[src/rtl/commit_pkg.sv]
package commit_pkg;

    localparam int FLAG_W     = 10;
    localparam int F_SQUASHED = 0;
    localparam int F_EXECUTED = 1;
    localparam int F_FAULT    = 2;
    localparam int F_NONSPEC  = 3;
    localparam int F_STCOND   = 4;
    localparam int F_MEMBAR   = 5;
    localparam int F_WRBAR    = 6;
    localparam int F_LOAD     = 7;
    localparam int F_NOP      = 8;
    localparam int F_IPREF    = 9;

    typedef enum logic [2:0] {
        K_RETIRE,
        K_SQUASHED,
        K_SERIAL,
        K_UNCACHED,
        K_FAULT,
        K_UNKNOWN
    } head_kind_e;

endpackage

[src/rtl/head_classify.sv]
module head_classify
    import commit_pkg::*;
(
    input  logic [FLAG_W-1:0] flags_i,
    output head_kind_e        kind_o,
    output logic              countable_o
);

    logic serialising;

    always_comb begin
        serialising = flags_i[F_NONSPEC] | flags_i[F_STCOND] |
                      flags_i[F_MEMBAR]  | flags_i[F_WRBAR];
        countable_o = !(flags_i[F_NOP] | flags_i[F_IPREF]);
        if (flags_i[F_SQUASHED]) begin
            kind_o = K_SQUASHED;
        end else if (!flags_i[F_EXECUTED]) begin
            if (serialising) begin
                kind_o = K_SERIAL;
            end else if (flags_i[F_LOAD]) begin
                kind_o = K_UNCACHED;
            end else begin
                kind_o = K_UNKNOWN;
            end
        end else if (flags_i[F_FAULT]) begin
            kind_o = K_FAULT;
        end else begin
            kind_o = K_RETIRE;
        end
    end

endmodule

[src/rtl/commit_walk.sv]
module commit_walk
    import commit_pkg::*;
#(
    parameter int WIDTH = 4,
    parameter int SLOTS = 6,
    localparam int NCW  = $clog2(WIDTH + 1)
) (
    input  logic             blocked_i,
    input  logic             stores_pending_i,
    input  logic [SLOTS-1:0] ready_i,
    input  head_kind_e       kind_i [SLOTS],
    output logic [SLOTS-1:0] retire_o,
    output logic [SLOTS-1:0] commit_o,
    output logic [SLOTS-1:0] serial_hit_o,
    output logic [SLOTS-1:0] uncached_hit_o,
    output logic [SLOTS-1:0] trap_hit_o,
    output logic [SLOTS-1:0] unknown_hit_o,
    output logic [NCW-1:0]   n_commit_o
);

    logic           stopped;
    logic [NCW-1:0] n;

    always_comb begin
        stopped        = blocked_i;
        n              = '0;
        retire_o       = '0;
        commit_o       = '0;
        serial_hit_o   = '0;
        uncached_hit_o = '0;
        trap_hit_o     = '0;
        unknown_hit_o  = '0;
        for (int i = 0; i < SLOTS; i++) begin
            if (!stopped) begin
                if (n == NCW'(WIDTH) || !ready_i[i]) begin
                    stopped = 1'b1;
                end else begin
                    unique case (kind_i[i])
                        K_SQUASHED: retire_o[i] = 1'b1;
                        K_RETIRE: begin
                            retire_o[i] = 1'b1;
                            commit_o[i] = 1'b1;
                            n           = n + 1'b1;
                        end
                        K_SERIAL: begin
                            if (n == '0 && !stores_pending_i) begin
                                serial_hit_o[i] = 1'b1;
                            end
                            stopped = 1'b1;
                        end
                        K_UNCACHED: begin
                            uncached_hit_o[i] = 1'b1;
                            stopped           = 1'b1;
                        end
                        K_FAULT: begin
                            if (n == '0 && !stores_pending_i) begin
                                trap_hit_o[i] = 1'b1;
                            end
                            stopped = 1'b1;
                        end
                        default: begin
                            unknown_hit_o[i] = 1'b1;
                            stopped          = 1'b1;
                        end
                    endcase
                end
            end
        end
        n_commit_o = n;
    end

endmodule

[src/rtl/commit_head_ctrl.sv]
module commit_head_ctrl
    import commit_pkg::*;
#(
    parameter int WIDTH      = 4,
    parameter int SLOTS      = 6,
    parameter int SEQ_W      = 16,
    parameter int PC_W       = 32,
    parameter int CNT_W      = 32,
    parameter int INST_BYTES = 4,
    parameter logic [PC_W-1:0] RESET_PC = PC_W'(32'h1000)
) (
    input  logic                    clk,
    input  logic                    rst_n,
    input  logic [SLOTS-1:0]        head_ready_i,
    input  logic [SLOTS*FLAG_W-1:0] head_flags_i,
    input  logic [SLOTS*SEQ_W-1:0]  head_seq_i,
    input  logic                    store_wb_pending_i,
    input  logic                    trap_clear_i,
    output logic [SLOTS-1:0]        retire_o,
    output logic [SLOTS-1:0]        clear_cancommit_o,
    output logic                    nonspec_req_o,
    output logic                    nonspec_uncached_o,
    output logic [SEQ_W-1:0]        nonspec_seq_o,
    output logic                    trap_req_o,
    output logic [SEQ_W-1:0]        trap_seq_o,
    output logic                    error_o,
    output logic                    trap_pending_o,
    output logic [PC_W-1:0]         pc_o,
    output logic [SEQ_W-1:0]        done_seq_o,
    output logic [CNT_W-1:0]        commit_count_o,
    output logic [CNT_W-1:0]        bw_limit_events_o
);

    localparam int NCW = $clog2(WIDTH + 1);

    if (WIDTH < 1 || WIDTH > 8) begin : g_bad_width
        $error("commit width must lie between 1 and 8");
    end
    if (SLOTS < WIDTH) begin : g_bad_slots
        $error("head window must be at least the commit width");
    end

    typedef struct packed {
        logic [PC_W-1:0]  pc;
        logic [SEQ_W-1:0] done_seq;
        logic [CNT_W-1:0] committed;
        logic [CNT_W-1:0] bw_events;
        logic             trap_pending;
    } state_t;

    state_t state_d, state_q;

    head_kind_e       kind      [SLOTS];
    logic [SLOTS-1:0] countable;
    logic [SEQ_W-1:0] seq       [SLOTS];
    logic [SLOTS-1:0] commit_mask;
    logic [SLOTS-1:0] serial_hit;
    logic [SLOTS-1:0] uncached_hit;
    logic [SLOTS-1:0] trap_hit;
    logic [SLOTS-1:0] unknown_hit;
    logic [NCW-1:0]   n_commit;
    logic [NCW-1:0]   n_counted;
    logic [SEQ_W-1:0] youngest_seq;

    for (genvar g = 0; g < SLOTS; g++) begin : g_slot
        assign seq[g] = head_seq_i[g*SEQ_W +: SEQ_W];
        head_classify u_cls (
            .flags_i     (head_flags_i[g*FLAG_W +: FLAG_W]),
            .kind_o      (kind[g]),
            .countable_o (countable[g])
        );
    end

    commit_walk #(
        .WIDTH (WIDTH),
        .SLOTS (SLOTS)
    ) u_walk (
        .blocked_i        (state_q.trap_pending),
        .stores_pending_i (store_wb_pending_i),
        .ready_i          (head_ready_i),
        .kind_i           (kind),
        .retire_o         (retire_o),
        .commit_o         (commit_mask),
        .serial_hit_o     (serial_hit),
        .uncached_hit_o   (uncached_hit),
        .trap_hit_o       (trap_hit),
        .unknown_hit_o    (unknown_hit),
        .n_commit_o       (n_commit)
    );

    // Request muxing: at most one slot can hit, since every hit ends the walk.
    always_comb begin
        nonspec_seq_o = '0;
        trap_seq_o    = '0;
        youngest_seq  = state_q.done_seq;
        n_counted     = '0;
        for (int i = 0; i < SLOTS; i++) begin
            if (serial_hit[i] || uncached_hit[i]) begin
                nonspec_seq_o = seq[i];
            end
            if (trap_hit[i]) begin
                trap_seq_o = seq[i];
            end
            if (commit_mask[i]) begin
                youngest_seq = seq[i];
                if (countable[i]) begin
                    n_counted = n_counted + 1'b1;
                end
            end
        end
    end

    assign clear_cancommit_o  = serial_hit | uncached_hit;
    assign nonspec_req_o      = |clear_cancommit_o;
    assign nonspec_uncached_o = |uncached_hit;
    assign trap_req_o         = |trap_hit;
    assign error_o            = |unknown_hit;

    always_comb begin
        state_d          = state_q;
        state_d.pc       = state_q.pc + PC_W'(n_commit) * PC_W'(INST_BYTES);
        state_d.done_seq = youngest_seq;
        state_d.committed = state_q.committed + CNT_W'(n_counted);
        if (n_commit == NCW'(WIDTH)) begin
            state_d.bw_events = state_q.bw_events + 1'b1;
        end
        if (state_q.trap_pending) begin
            state_d.trap_pending = !trap_clear_i;
        end else begin
            state_d.trap_pending = trap_req_o;
        end
    end

    always_ff @(posedge clk or negedge rst_n) begin
        if (!rst_n) begin
            state_q              <= '0;
            state_q.pc           <= RESET_PC;
        end else begin
            state_q <= state_d;
        end
    end

    assign trap_pending_o    = state_q.trap_pending;
    assign pc_o              = state_q.pc;
    assign done_seq_o        = state_q.done_seq;
    assign commit_count_o    = state_q.committed;
    assign bw_limit_events_o = state_q.bw_events;

endmodule

[config.mk]
export PLATFORM = sky130hd
export DESIGN_NAME = commit_head_ctrl
export DESIGN_NICKNAME = d
export VERILOG_FILES = /design/src/rtl/commit_pkg.sv /design/src/rtl/head_classify.sv /design/src/rtl/commit_walk.sv /design/src/rtl/commit_head_ctrl.sv
export SDC_FILE = /design/constraint.sdc
export NUM_CORES = 1
export LEC_CHECK = 0
export BUFFER_PORTS_ARGS = -buffer_cell sky130_fd_sc_hd__buf_2
export CAP_MARGIN = 20
export CORE_UTILIZATION = 50
export DETAILED_ROUTE_END_ITERATION = 8
export PLACE_DENSITY_LB_ADDON = 0.08
export SETUP_SLACK_MARGIN = 0.1
export SYNTH_ARGS = -nofsm -noshare
export SYNTH_HDL_FRONTEND = slang
export SYNTH_HIERARCHICAL = 1
export SYNTH_SLANG_ARGS = --single-unit
[constraint.sdc]
create_clock -name clk -period 21.7 [get_ports clk]
set_clock_uncertainty 0.15 [all_clocks]
set_input_delay 3.255 -clock clk [delete_from_list [all_inputs] [get_ports clk]]
set_output_delay 3.255 -clock clk [all_outputs]
set_load 0.01 [all_outputs]
==> results.txt, run 1 <==
----------------------------------------------------
[Run status]
  Result of the run ... completed

[Route]
  Average routed wire per standard cell ... about 19 µm
  1st-iter DRT viols ... approximately 730
  Count of unresolved DRC violations after routing ... 0
  Detail-routed via count per cell ... just under 6
  WL final ... ~30000 µm
  Vias post-DR ... around 9400
  Remaining antenna violation count ... 0
  Router iterations before antenna repair ... 5

[Finish]
  Synth-to-layout area growth ... 23.7%
  Most common cell after layout, fill and taps aside ... sky130_fd_sc_hd__buf_2
  Post-Layout Inst Area ... roughly 11000 µm²
  Commonest cells after routing, fill and taps aside ... sky130_fd_sc_hd__buf_2 (323), sky130_fd_sc_hd__nand2_1 (110), sky130_fd_sc_hd__dfrtp_1 (110), sky130_fd_sc_hd__a21oi_1 (89), sky130_fd_sc_hd__nor2_1 (81)
  Fill cell count ... around 1600
  Final standard cell count with taps included and fillers excluded ... approximately 1600
  Net total in the final layout ... ~1500
  Fraction of layout instances using a drive strength above 1 ... between 30% and 40%

[Clock network]
  Source-to-sink clock delay at the later pin of the worst-skew pair ... roughly 0.35 ns
  Depth of the CTS H-tree ... 3
  Root buf cell ... sky130_fd_sc_hd__clkbuf_16
  CTS sink count ... approximately 110
  CTS Buffer Depth ... 2
  CTS tree ... done
  Clock transition at the registers of the reported paths ... roughly 0.08 ns
  Cts hold-fix bufs ... 0
  Setup Fix Bufs, Post-CTS ... 0
  Total CTS buffers ... 9
  Resized Gates After CTS ... 0

[STA]
  Time the final worst path needs with I/O delays and setup ... 14.32 ns
  Headroom to the max-slew limit ... around a quarter
  Setup violations, final ... 0
  Unrepaired setup endpoints after global routing ... no
  Setup TNS Final ... 0 ns
  Worst Max-Slew Pin Slew ... around 1.1 ns
  Final Hold Viols ... 0
  Achievable frequency ... about 70 MHz
  Fin crit share ... between 60% and 70%
  Final-report max-slew violation count ... 0

[Critical path]
  Startpoint kind of the worst setup timing path ... input pin
  Worst-path maximum fanout ... 22
  Critical Path RT ... approximately 18 ns
  Type of the worst setup path ... in -> out
  Slowest cell on crit path ... sky130_fd_sc_hd__o41ai_2
  Capturing element type of the critical path ... output port
  R2R setup slack ... 12.81 ns
  Arrival @ worst endpoint ... 10.92 ns
  Max stage delay on crit path ... 0.80 ns

[Synth]
  Number of synthesis warnings ... 6
  Number of library cell types mapped by synthesis ... 76
  Sequential-to-total area share from yosys stat ... a little under a third
  Synth top area share ... about 31%
  Synthesized flop and latch total ... about 110
  Main synth FF type ... sky130_fd_sc_hd__dfrtp_1
  Area contributors post-synth ... sky130_fd_sc_hd__dfrtp_1 (31%), sky130_fd_sc_hd__xnor2_1 (6.5%), sky130_fd_sc_hd__a21oi_1 (5.0%)
  Top cell type by total area after synthesis ... sky130_fd_sc_hd__dfrtp_1
  Average cell area after synthesis ... roughly 8.4 µm²
  Netlist area before placement ... about 8900 µm²
  Async S/R FF share, synth ... 100%
  Number of flops mapped to enable cells by yosys ... 0
  Mapped Cells ... roughly 1100

[Power and ir drop]
  NetSw ... approximately 0.00019 W
  Largest vdd supply drop ... about 0.000055 V
  Cell internal pwr ... 0.000386 W
  Switching share of power ... ~32%
  Power share of the sequential group ... 43.2%
  Total power per unit cell area ... slightly above 50 nW/µm²
  Leak pwr ... between 5 and 6 nW
  Combinational group share of total power ... between 20% and 30%
  Clk network pwr share ... 30.7%

[Placed design]
  # placed instances ... about 1600
  Post-DP HPWL ... around 23000 µm
  Placement-stage cell area ... roughly 11000 µm²
  Count of input and output buffers ... about 320
  Placer congestion estimate ... just over 1

[Job]
  Total of max-cap violations ... 0

[Global routing]
  Global-route congestion overflow total ... 0
  GRT Util Overall ... 32.0%
  Number of antenna violations at the first check in global routing ... 3
  Wire length of the first global-routing pass ... between 40000 and 50000 µm
  Largest net degree at the start of global routing ... between 70 and 80
  Number of global-route vias before repair ... 8489

[Die]
  Starting density of the core ... between 50% and 60%
  Core ar. ... between 15000 and 20000 µm²
  Die area ... roughly 18000 µm²
  Width of the die ... between 100 and 150 µm
  Die span in y ... 136 µm
  I/O pin count ... about 330
  Total number of placement rows ... 48

[Hold path]
  Path category of the worst min-delay check ... reg -> reg

----------------------------------------------------
-- logic make-up after synthesis --
kind of cell,Yosys count,synth area share (%)
other,1,0.0421
adders and majority gates,20,2.98
DFF,111,31.2
muxes,41,4.70
AOI/OAI and AO/OA,265,20.6
buffers and inverters,101,4.76
xor gates and xnor gates,97,9.83
and+or+nand+nor,419,25.9
-- Yosys cell counts, types with 7 or more instances --
master                     number
sky130_fd_sc_hd__dfrtp_1      110
sky130_fd_sc_hd__nand2_1      110
sky130_fd_sc_hd__a21oi_1       89
sky130_fd_sc_hd__nor2_1        81
sky130_fd_sc_hd__xnor2_1       66
sky130_fd_sc_hd__clkbuf_1      42
sky130_fd_sc_hd__nand3_1       42
sky130_fd_sc_hd__inv_1         37
sky130_fd_sc_hd__mux2i_1       34
sky130_fd_sc_hd__xor2_1        29
sky130_fd_sc_hd__o21ai_0       27
sky130_fd_sc_hd__nand3b_1      26
sky130_fd_sc_hd__and3_1        24
sky130_fd_sc_hd__nand4_1       20
sky130_fd_sc_hd__ha_1          18
sky130_fd_sc_hd__o211ai_1      18
sky130_fd_sc_hd__a31oi_1       17
sky130_fd_sc_hd__o22ai_1       17
sky130_fd_sc_hd__a221o_1       16
sky130_fd_sc_hd__a22o_1        16
sky130_fd_sc_hd__a22oi_1       16
sky130_fd_sc_hd__nor3_1        16
sky130_fd_sc_hd__and2_1        14
sky130_fd_sc_hd__nor4_1        13
sky130_fd_sc_hd__o221ai_1      13
sky130_fd_sc_hd__and4_1        12
sky130_fd_sc_hd__buf_2         12
sky130_fd_sc_hd__nor3b_1        9
sky130_fd_sc_hd__nor2b_1        8
sky130_fd_sc_hd__o21a_1         8
sky130_fd_sc_hd__mux2_2         7
-- final cells by class --
class	count	area, µm²	share of cell area, %
Tap cell	225	282	2.55
Sequential cell	111	2780	25.2
Antenna cell	3	7.51	0.0681
Inverter	40	150	1.36
Timing Repair Buffer	339	1740	15.7
Multi-Input combinational cell	844	5750	52.1
Clock inverter	6	83.8	0.760
Clock buffer	10	239	2.17
-- stage by stage --
stage	power (W)	utilization, %	setup slack [ns]	hold WS (ns)
3_5_place_dp	0.000399	61.5	7.24	0.307
5_1_grt	0.000598	63.5	6.94	0.329
6_report	0.000571	63.5	7.38	0.317
4_1_cts	0.000575	63.4	7.23	0.322
3_3_place_gp	0.000397	61.5	7.55	0.302
2_1_floorplan	0.000321	-	8.93	0.354
-- per-layer routing --
metal | vias to the layer above | wire length (µm) | GRT usage (%)
met4 | 0 | 1150 | 14.9
met2 | 458 | 13800 | 50.1
met1 | 4423 | 12700 | 42.9
met5 | - | 0 | 0
li1 | 4446 | - | -
met3 | 71 | 2450 | 5.72
-- sequential cells by signal (all words and copies together) (netlist names) --
register / cells
bw_limit_events_o: 32
pc_o: 30
commit_count_o: 32
done_seq_o: 16
trap_pending_o: 1
-- final timing paths --
| path | cells past startpoint | to | from |
|---|---|---|---|
| min in group asynchronous | 1 | done_seq_o[7] | rst_n |
| setup / recovery | 30 | nonspec_seq_o[6] | head_flags_i[15] |
| hold / removal | 1 | commit_count_o[31] | commit_count_o[31] |
| hold reg to reg | 1 | commit_count_o[31] | commit_count_o[31] |
| max in group asynchronous | 2 | pc_o[4] | rst_n |
| setup reg to reg | 32 | commit_count_o[9] | trap_pending_o |
-- worst max-delay path: cells and delay by family --
family | cells | cell delay (ns)
xor+xnor | 1 | 0.08
mux | 1 | 0.33
compound gates | 5 | 1.58
simple gates | 14 | 3.79
buf+inv | 5 | 0.61
fa+ha+maj | 4 | 1.26
-- power by group through the flow --
stage	clock, W	sequential (W)	combinational (W)
5_1_grt	0.000187	0.000249	0.000162
4_1_cts	0.000179	0.000247	0.000149
6_report	0.000175	0.000247	0.000149
3_5_place_dp	0	0.000251	0.000149
3_3_place_gp	0	0.000250	0.000147
2_1_floorplan	0	0.000259	0.0000623
Power figures use the tool's default switching activity.
==> run 2, diff against run 1 <==
--- a/config.mk
+++ b/config.mk
@@ -7,7 +7,7 @@
 export LEC_CHECK = 0
 export BUFFER_PORTS_ARGS = -buffer_cell sky130_fd_sc_hd__buf_2
 export CAP_MARGIN = 20
-export CORE_UTILIZATION = 50
+export CORE_UTILIZATION = 46
 export DETAILED_ROUTE_END_ITERATION = 8
 export PLACE_DENSITY_LB_ADDON = 0.08
 export SETUP_SLACK_MARGIN = 0.1
==> constraint.sdc (replaced) <==
create_clock -name clk -period 12.94 [get_ports clk]
set_clock_uncertainty 0.15 [all_clocks]
set_input_delay 1.941 -clock clk [delete_from_list [all_inputs] [get_ports clk]]
set_output_delay 1.941 -clock clk [all_outputs]
set_load 0.01 [all_outputs]
==> results.txt, run 2 (synthesis results as in run 1) <==
----------------------------------------------------
[Run status]
  Result of the run ... completed

[Route]
  1st-iter DRT viols ... just over 700
  Remaining antenna violation count ... 0
  Average routed wire per standard cell ... roughly 18 µm
  Vias post-DR ... between 9000 and 10000
  Router iterations before antenna repair ... 5
  Detail-routed via count per cell ... 5.74
  WL final ... ~30000 µm
  Count of unresolved DRC violations after routing ... 0

[Hold path]
  Min-Delay Startpoint ... pc_o[31]
  Path category of the worst min-delay check ... reg -> reg
  Worst hold path cell count ... 1
  Endpoint of the worst hold-timing path ... pc_o[31]

[STA]
  Fin crit share ... 90.7%
  Final-report max-slew violation count ... 0
  Worst Max-Slew Pin Slew ... ~1.1 ns
  Setup violations, final ... 0
  Final Hold Viols ... 0
  Time the final worst path needs with I/O delays and setup ... 11.74 ns
  Setup TNS Final ... 0 ns
  Headroom to the max-slew limit ... between 20% and 30%
  Achievable frequency ... about 85 MHz
  Unrepaired setup endpoints after global routing ... no

[Finish]
  Flip-flop and latch area ... between 2000 and 3000 µm²
  Net total in the final layout ... between 1500 and 2000
  Area taken by multi-input logic gates ... 5750 µm²
  Commonest cells after routing, fill and taps aside ... sky130_fd_sc_hd__buf_2 (323), sky130_fd_sc_hd__nand2_1 (110), sky130_fd_sc_hd__dfrtp_1 (110), sky130_fd_sc_hd__a21oi_1 (89), sky130_fd_sc_hd__nor2_1 (81)
  Core Util, Final ... between 50% and 60%
  Most common cell after layout, fill and taps aside ... sky130_fd_sc_hd__buf_2
  Fill cell count ... approximately 1700
  Synth-to-layout area growth ... 24.1%
  Fraction of layout instances using a drive strength above 1 ... between 30% and 40%

[Critical path]
  Worst-path maximum fanout ... 22
  Max stage delay on crit path ... roughly 0.76 ns
  Slowest cell on crit path ... sky130_fd_sc_hd__o41ai_2
  Type of the worst setup path ... in -> out
  Startpoint kind of the worst setup timing path ... input pin
  Arrival @ worst endpoint ... 9.65 ns
  Reg2reg start ... trap_pending_o
  Critical Path RT ... about 11 ns
  Capturing element type of the critical path ... output port
  R2R setup slack ... about 4.1 ns
  End of the worst register-to-register path ... commit_count_o[9]
  Cell depth of the worst flop-to-flop path ... 32

[Clock network]
  CTS sink count ... ~110
  CTS Buffer Depth ... 2
  CTS tree ... done
  Setup Fix Bufs, Post-CTS ... 0
  Total CTS buffers ... 9
  Depth of the CTS H-tree ... 3
  Clock transition at the registers of the reported paths ... around 0.080 ns
  Root buf cell ... sky130_fd_sc_hd__clkbuf_16
  Source-to-sink clock delay at the later pin of the worst-skew pair ... roughly 0.35 ns
  Cts hold-fix bufs ... 0
  Resized Gates After CTS ... 0

[Global routing]
  Largest net degree at the start of global routing ... just under 60
  Global-route congestion overflow total ... 0
  Number of antenna violations at the first check in global routing ... 3
  GRT Util Overall ... between 20% and 30%
  Wire length of the first global-routing pass ... between 40000 and 50000 µm
  Number of global-route vias before repair ... around 8500

[Die]
  I/O pin count ... roughly 330
  Die span in y ... roughly 140 µm
  Core ar. ... approximately 19000 µm²
  Starting density of the core ... 47.3%
  Width of the die ... between 100 and 150 µm
  Total number of placement rows ... 50
  Die area ... 19900 µm²

[Power and ir drop]
  Total power per unit cell area ... around 85 nW/µm²
  Largest vdd supply drop ... approximately 0.000063 V
  Leak pwr ... between 5 and 6 nW

[Placed design]
  Post-DP HPWL ... ~23000 µm
  Placer congestion estimate ... 1.01
  Count of input and output buffers ... about 320

[Job]
  Total of max-cap violations ... 0

----------------------------------------------------
## run 2: cell count changes in the layout (fill, tap and decap cells not counted), sizes merged
cell    before  now
bufinv       1    0
clkinv       5    8
clkbuf      10    9
inv         40   39
buf        339  338
## run 2: worst max-delay path, delay by kind of cell
| family | cells | cell delay, ns |
|---|---|---|
| xor gates and xnor gates | 1 | 0.08 |
| adders and majority gates | 4 | 1.28 |
| AOI/OAI and AO/OA | 5 | 1.58 |
| muxes | 1 | 0.31 |
| and+or+nand+nor | 14 | 3.84 |
| buffers and inverters | 5 | 0.61 |
## run 2: layout make-up
class / instances / share of cell area (%)
clock inverters: 7 / 0.701
flip-flops and latches: 111 / 25.1
well taps: 260 / 2.94
clock buffers: 9 / 2.04
multi-input cells: 844 / 52.0
inverters: 40 / 1.36
repair buffers: 338 / 15.8
diodes: 3 / 0.0679
## run 2: worst max-delay path by stage
| stage | start | end | slack, ns |
|---|---|---|---|
| final | head_flags_i[15] | nonspec_seq_o[1] | 1.20 |
| after global routing | head_flags_i[15] | nonspec_seq_o[1] | 0.53 |
| after CTS | head_flags_i[15] | nonspec_seq_o[1] | 1.30 |
| after detailed placement | head_flags_i[15] | nonspec_seq_o[1] | 1.32 |
| after global placement | head_flags_i[15] | nonspec_seq_o[1] | 1.58 |
| after floorplan | head_flags_i[5] | nonspec_req_o | 2.80 |
## run 2: metrics by stage
step / area [µm²] / hold slack, ns / setup WS (ns) / total power [W] / instances
after floorplan: 8920 / 0.354 / 2.80 / 0.000539 / 1056
after global placement: 10700 / 0.304 / 1.58 / 0.000666 / 1592
after detailed placement: 10700 / 0.306 / 1.32 / 0.000668 / 1592
after CTS: 11000 / 0.322 / 1.30 / 0.000947 / 1608
after global routing: 11100 / 0.329 / 0.527 / 0.000989 / 1612
final: 11100 / 0.314 / 1.20 / 0.000939 / 1612
## run 2: metal layers
layer  vias to the layer above  part of all wire (%)  track usage, %
li1                       4443                     -               -
met1                      4312                    43            39.6
met2                       437                    46            46.3
met3                        57                   8.5            5.33
met4                         0                   3.0            10.9
met5                         -                     0               0
## run 2: where the power goes
| part | leakage [nW] | switching [W] | internal (W) |
|---|---|---|---|
| sequential | 1.48 | 0.0000298 | 0.000385 |
| combinational | 3.81 | 0.000145 | 0.000101 |
| clock | 0.149 | 0.000141 | 0.000137 |
==> run 3, diff against run 2 <==
==> constraint.sdc (replaced) <==
create_clock -name clk -period 12.94 [get_ports clk]
set_clock_uncertainty 0.15 [all_clocks]
set_input_delay 0.647 -clock clk [delete_from_list [all_inputs] [get_ports clk]]
set_output_delay 0.647 -clock clk [all_outputs]
set_load 0.01 [all_outputs]
==> results.txt, run 3 (synthesis results as in run 1) <==
----------------------------------------------------
[Run status]
  Result of the run ... completed

[STA]
  Final-report max-slew violation count ... 0
  Final Hold Viols ... 0
  Worst Max-Slew Pin Slew ... about 1.1 ns
  Achievable frequency ... between 100 and 150 MHz
  Time the final worst path needs with I/O delays and setup ... 9.54 ns
  Headroom to the max-slew limit ... 27.1%
  Fin crit share ... between 70 and 80%
  Setup violations, final ... 0
  Setup TNS Final ... 0 ns
  Unrepaired setup endpoints after global routing ... no

[Clock network]
  Root buf cell ... sky130_fd_sc_hd__clkbuf_16
  CTS sink count ... ~110
  Cts hold-fix bufs ... 0
  Resized Gates After CTS ... 0
  CTS tree ... done
  Setup Fix Bufs, Post-CTS ... 0
  Source-to-sink clock delay at the later pin of the worst-skew pair ... 0.35 ns
  CTS Buffer Depth ... 2
  Total CTS buffers ... 9
  Clock transition at the registers of the reported paths ... approximately 0.08 ns
  Depth of the CTS H-tree ... 3

[Die]
  Core ar. ... roughly 19000 µm²
  Width of the die ... 141 µm
  Total number of placement rows ... 50
  I/O pin count ... 327
  Die span in y ... 141 µm
  Die area ... about 20000 µm²
  Starting density of the core ... between 40% and 50%

[Global routing]
  Met3 GRT Util ... 5.26%
  Wire length of the first global-routing pass ... around 46000 µm
  Global-route congestion overflow total ... 0
  Number of antenna violations at the first check in global routing ... 1
  GRT busiest layer ... met2
  Number of global-route vias before repair ... ~8600
  GRT Util Overall ... between 20 and 30%
  Largest net degree at the start of global routing ... 68
  Met2 track utilization from global routing ... between 40% and 50%
  Global-route track usage on met1 ... between 30% and 40%

[Critical path]
  Startpoint kind of the worst setup timing path ... input pin
  Capturing element type of the critical path ... flip-flop
  Worst-path maximum fanout ... 36
  Type of the worst setup path ... in -> reg
  Cell occurring most often along the worst timing path ... sky130_fd_sc_hd__ha_1
  Max stage delay on crit path ... 0.75 ns
  Slowest cell on crit path ... sky130_fd_sc_hd__o41ai_2
  Arrival @ worst endpoint ... around 9.6 ns
  Critical Path RT ... 13.02 ns

[Finish]
  Fill cell count ... between 1500 and 2000
  Core Util, Final ... slightly below 60%
  Most common cell after layout, fill and taps aside ... sky130_fd_sc_hd__buf_2
  Commonest cells after routing, fill and taps aside ... sky130_fd_sc_hd__buf_2 (323), sky130_fd_sc_hd__nand2_1 (110), sky130_fd_sc_hd__dfrtp_1 (110), sky130_fd_sc_hd__a21oi_1 (89), sky130_fd_sc_hd__nor2_1 (81)
  Net total in the final layout ... between 1500 and 2000
  Synth-to-layout area growth ... 23.9%
  Fraction of layout instances using a drive strength above 1 ... 30.0%

[Route]
  Average routed wire per standard cell ... approximately 18 µm
  Router iterations before antenna repair ... 5
  Vias post-DR ... slightly above 9000
  Detail-routed via count per cell ... 5.69
  WL final ... approximately 30000 µm
  Remaining antenna violation count ... 0
  Count of unresolved DRC violations after routing ... 0
  1st-iter DRT viols ... around 640

[Power and ir drop]
  Total power per unit cell area ... between 80 and 90 nW/µm²
  Largest vdd supply drop ... between 0.00006 and 0.00007 V
  Total Power Consumption ... 0.000937 W
  Leak pwr ... roughly 5.4 nW

[Placed design]
  Post-DP HPWL ... 23300 µm
  Placer congestion estimate ... 0.998
  Count of input and output buffers ... 324

[Hold path]
  Path category of the worst min-delay check ... in -> async

[Job]
  Total of max-cap violations ... 0

----------------------------------------------------
==> run 3: per-stage QoR <==
step                area, µm²  hold WS [ns]  instances  setup slack [ns]
global route            11000         0.172       1609              2.51
floorplan                8920         0.201       1056              4.77
global placement        10700         0.304       1591              3.36
CTS                     11000         0.151       1607              3.41
finish                  11000         0.134       1609              3.40
detailed placement      10700         0.309       1591              3.07
==> run 3: routing by layer <==
layer | share of wire [%] | vias to the layer above
li1 | - | 4437
met1 | 44 | 4293
met2 | 45 | 373
met3 | 7.6 | 49
met4 | 3.0 | 0
met5 | 0 | -
==> run 3: worst max-delay path, delay by kind of cell <==
kind | cells | cell delay, ns
buffers and inverters | 3 | 0.52
AOI/OAI and AO/OA | 6 | 1.91
xor gates and xnor gates | 4 | 0.89
adders and majority gates | 5 | 1.54
and+or+nand+nor | 15 | 3.84
muxes | 1 | 0.27
==> run 3: area by class of cell <==
cell class / instances / area (µm²) / area share [%]
diodes: 1 / 2.50 / 0.0227
clock buffers: 10 / 239 / 2.16
clock inverters: 6 / 62.6 / 0.566
inverters: 40 / 150 / 1.36
multi-input cells: 844 / 5750 / 52.0
flip-flops and latches: 111 / 2780 / 25.2
well taps: 260 / 325 / 2.94
repair buffers: 337 / 1740 / 15.7
==> run 3: report_power, final <==
part	internal, W	switching, W
Clock	0.000141	0.000134
Sequential	0.000385	0.0000306
Combinational	0.000101	0.000145
==> run 3: worst paths after layout <==
| path | end | cells past startpoint | from | slack [ns] |
|---|---|---|---|---|
| setup / recovery | commit_count_o[27] | 34 | head_flags_i[15] | 3.40 |
| hold / removal | bw_limit_events_o[11] | 1 | rst_n | 0.13 |
| setup reg to reg | commit_count_o[27] | 32 | trap_pending_o | 4.16 |
| hold reg to reg | pc_o[31] | 1 | pc_o[31] | 0.32 |
| max in group asynchronous | commit_count_o[3] | 2 | rst_n | 11.26 |
| min in group clk | trap_pending_o | 2 | trap_clear_i | 0.31 |
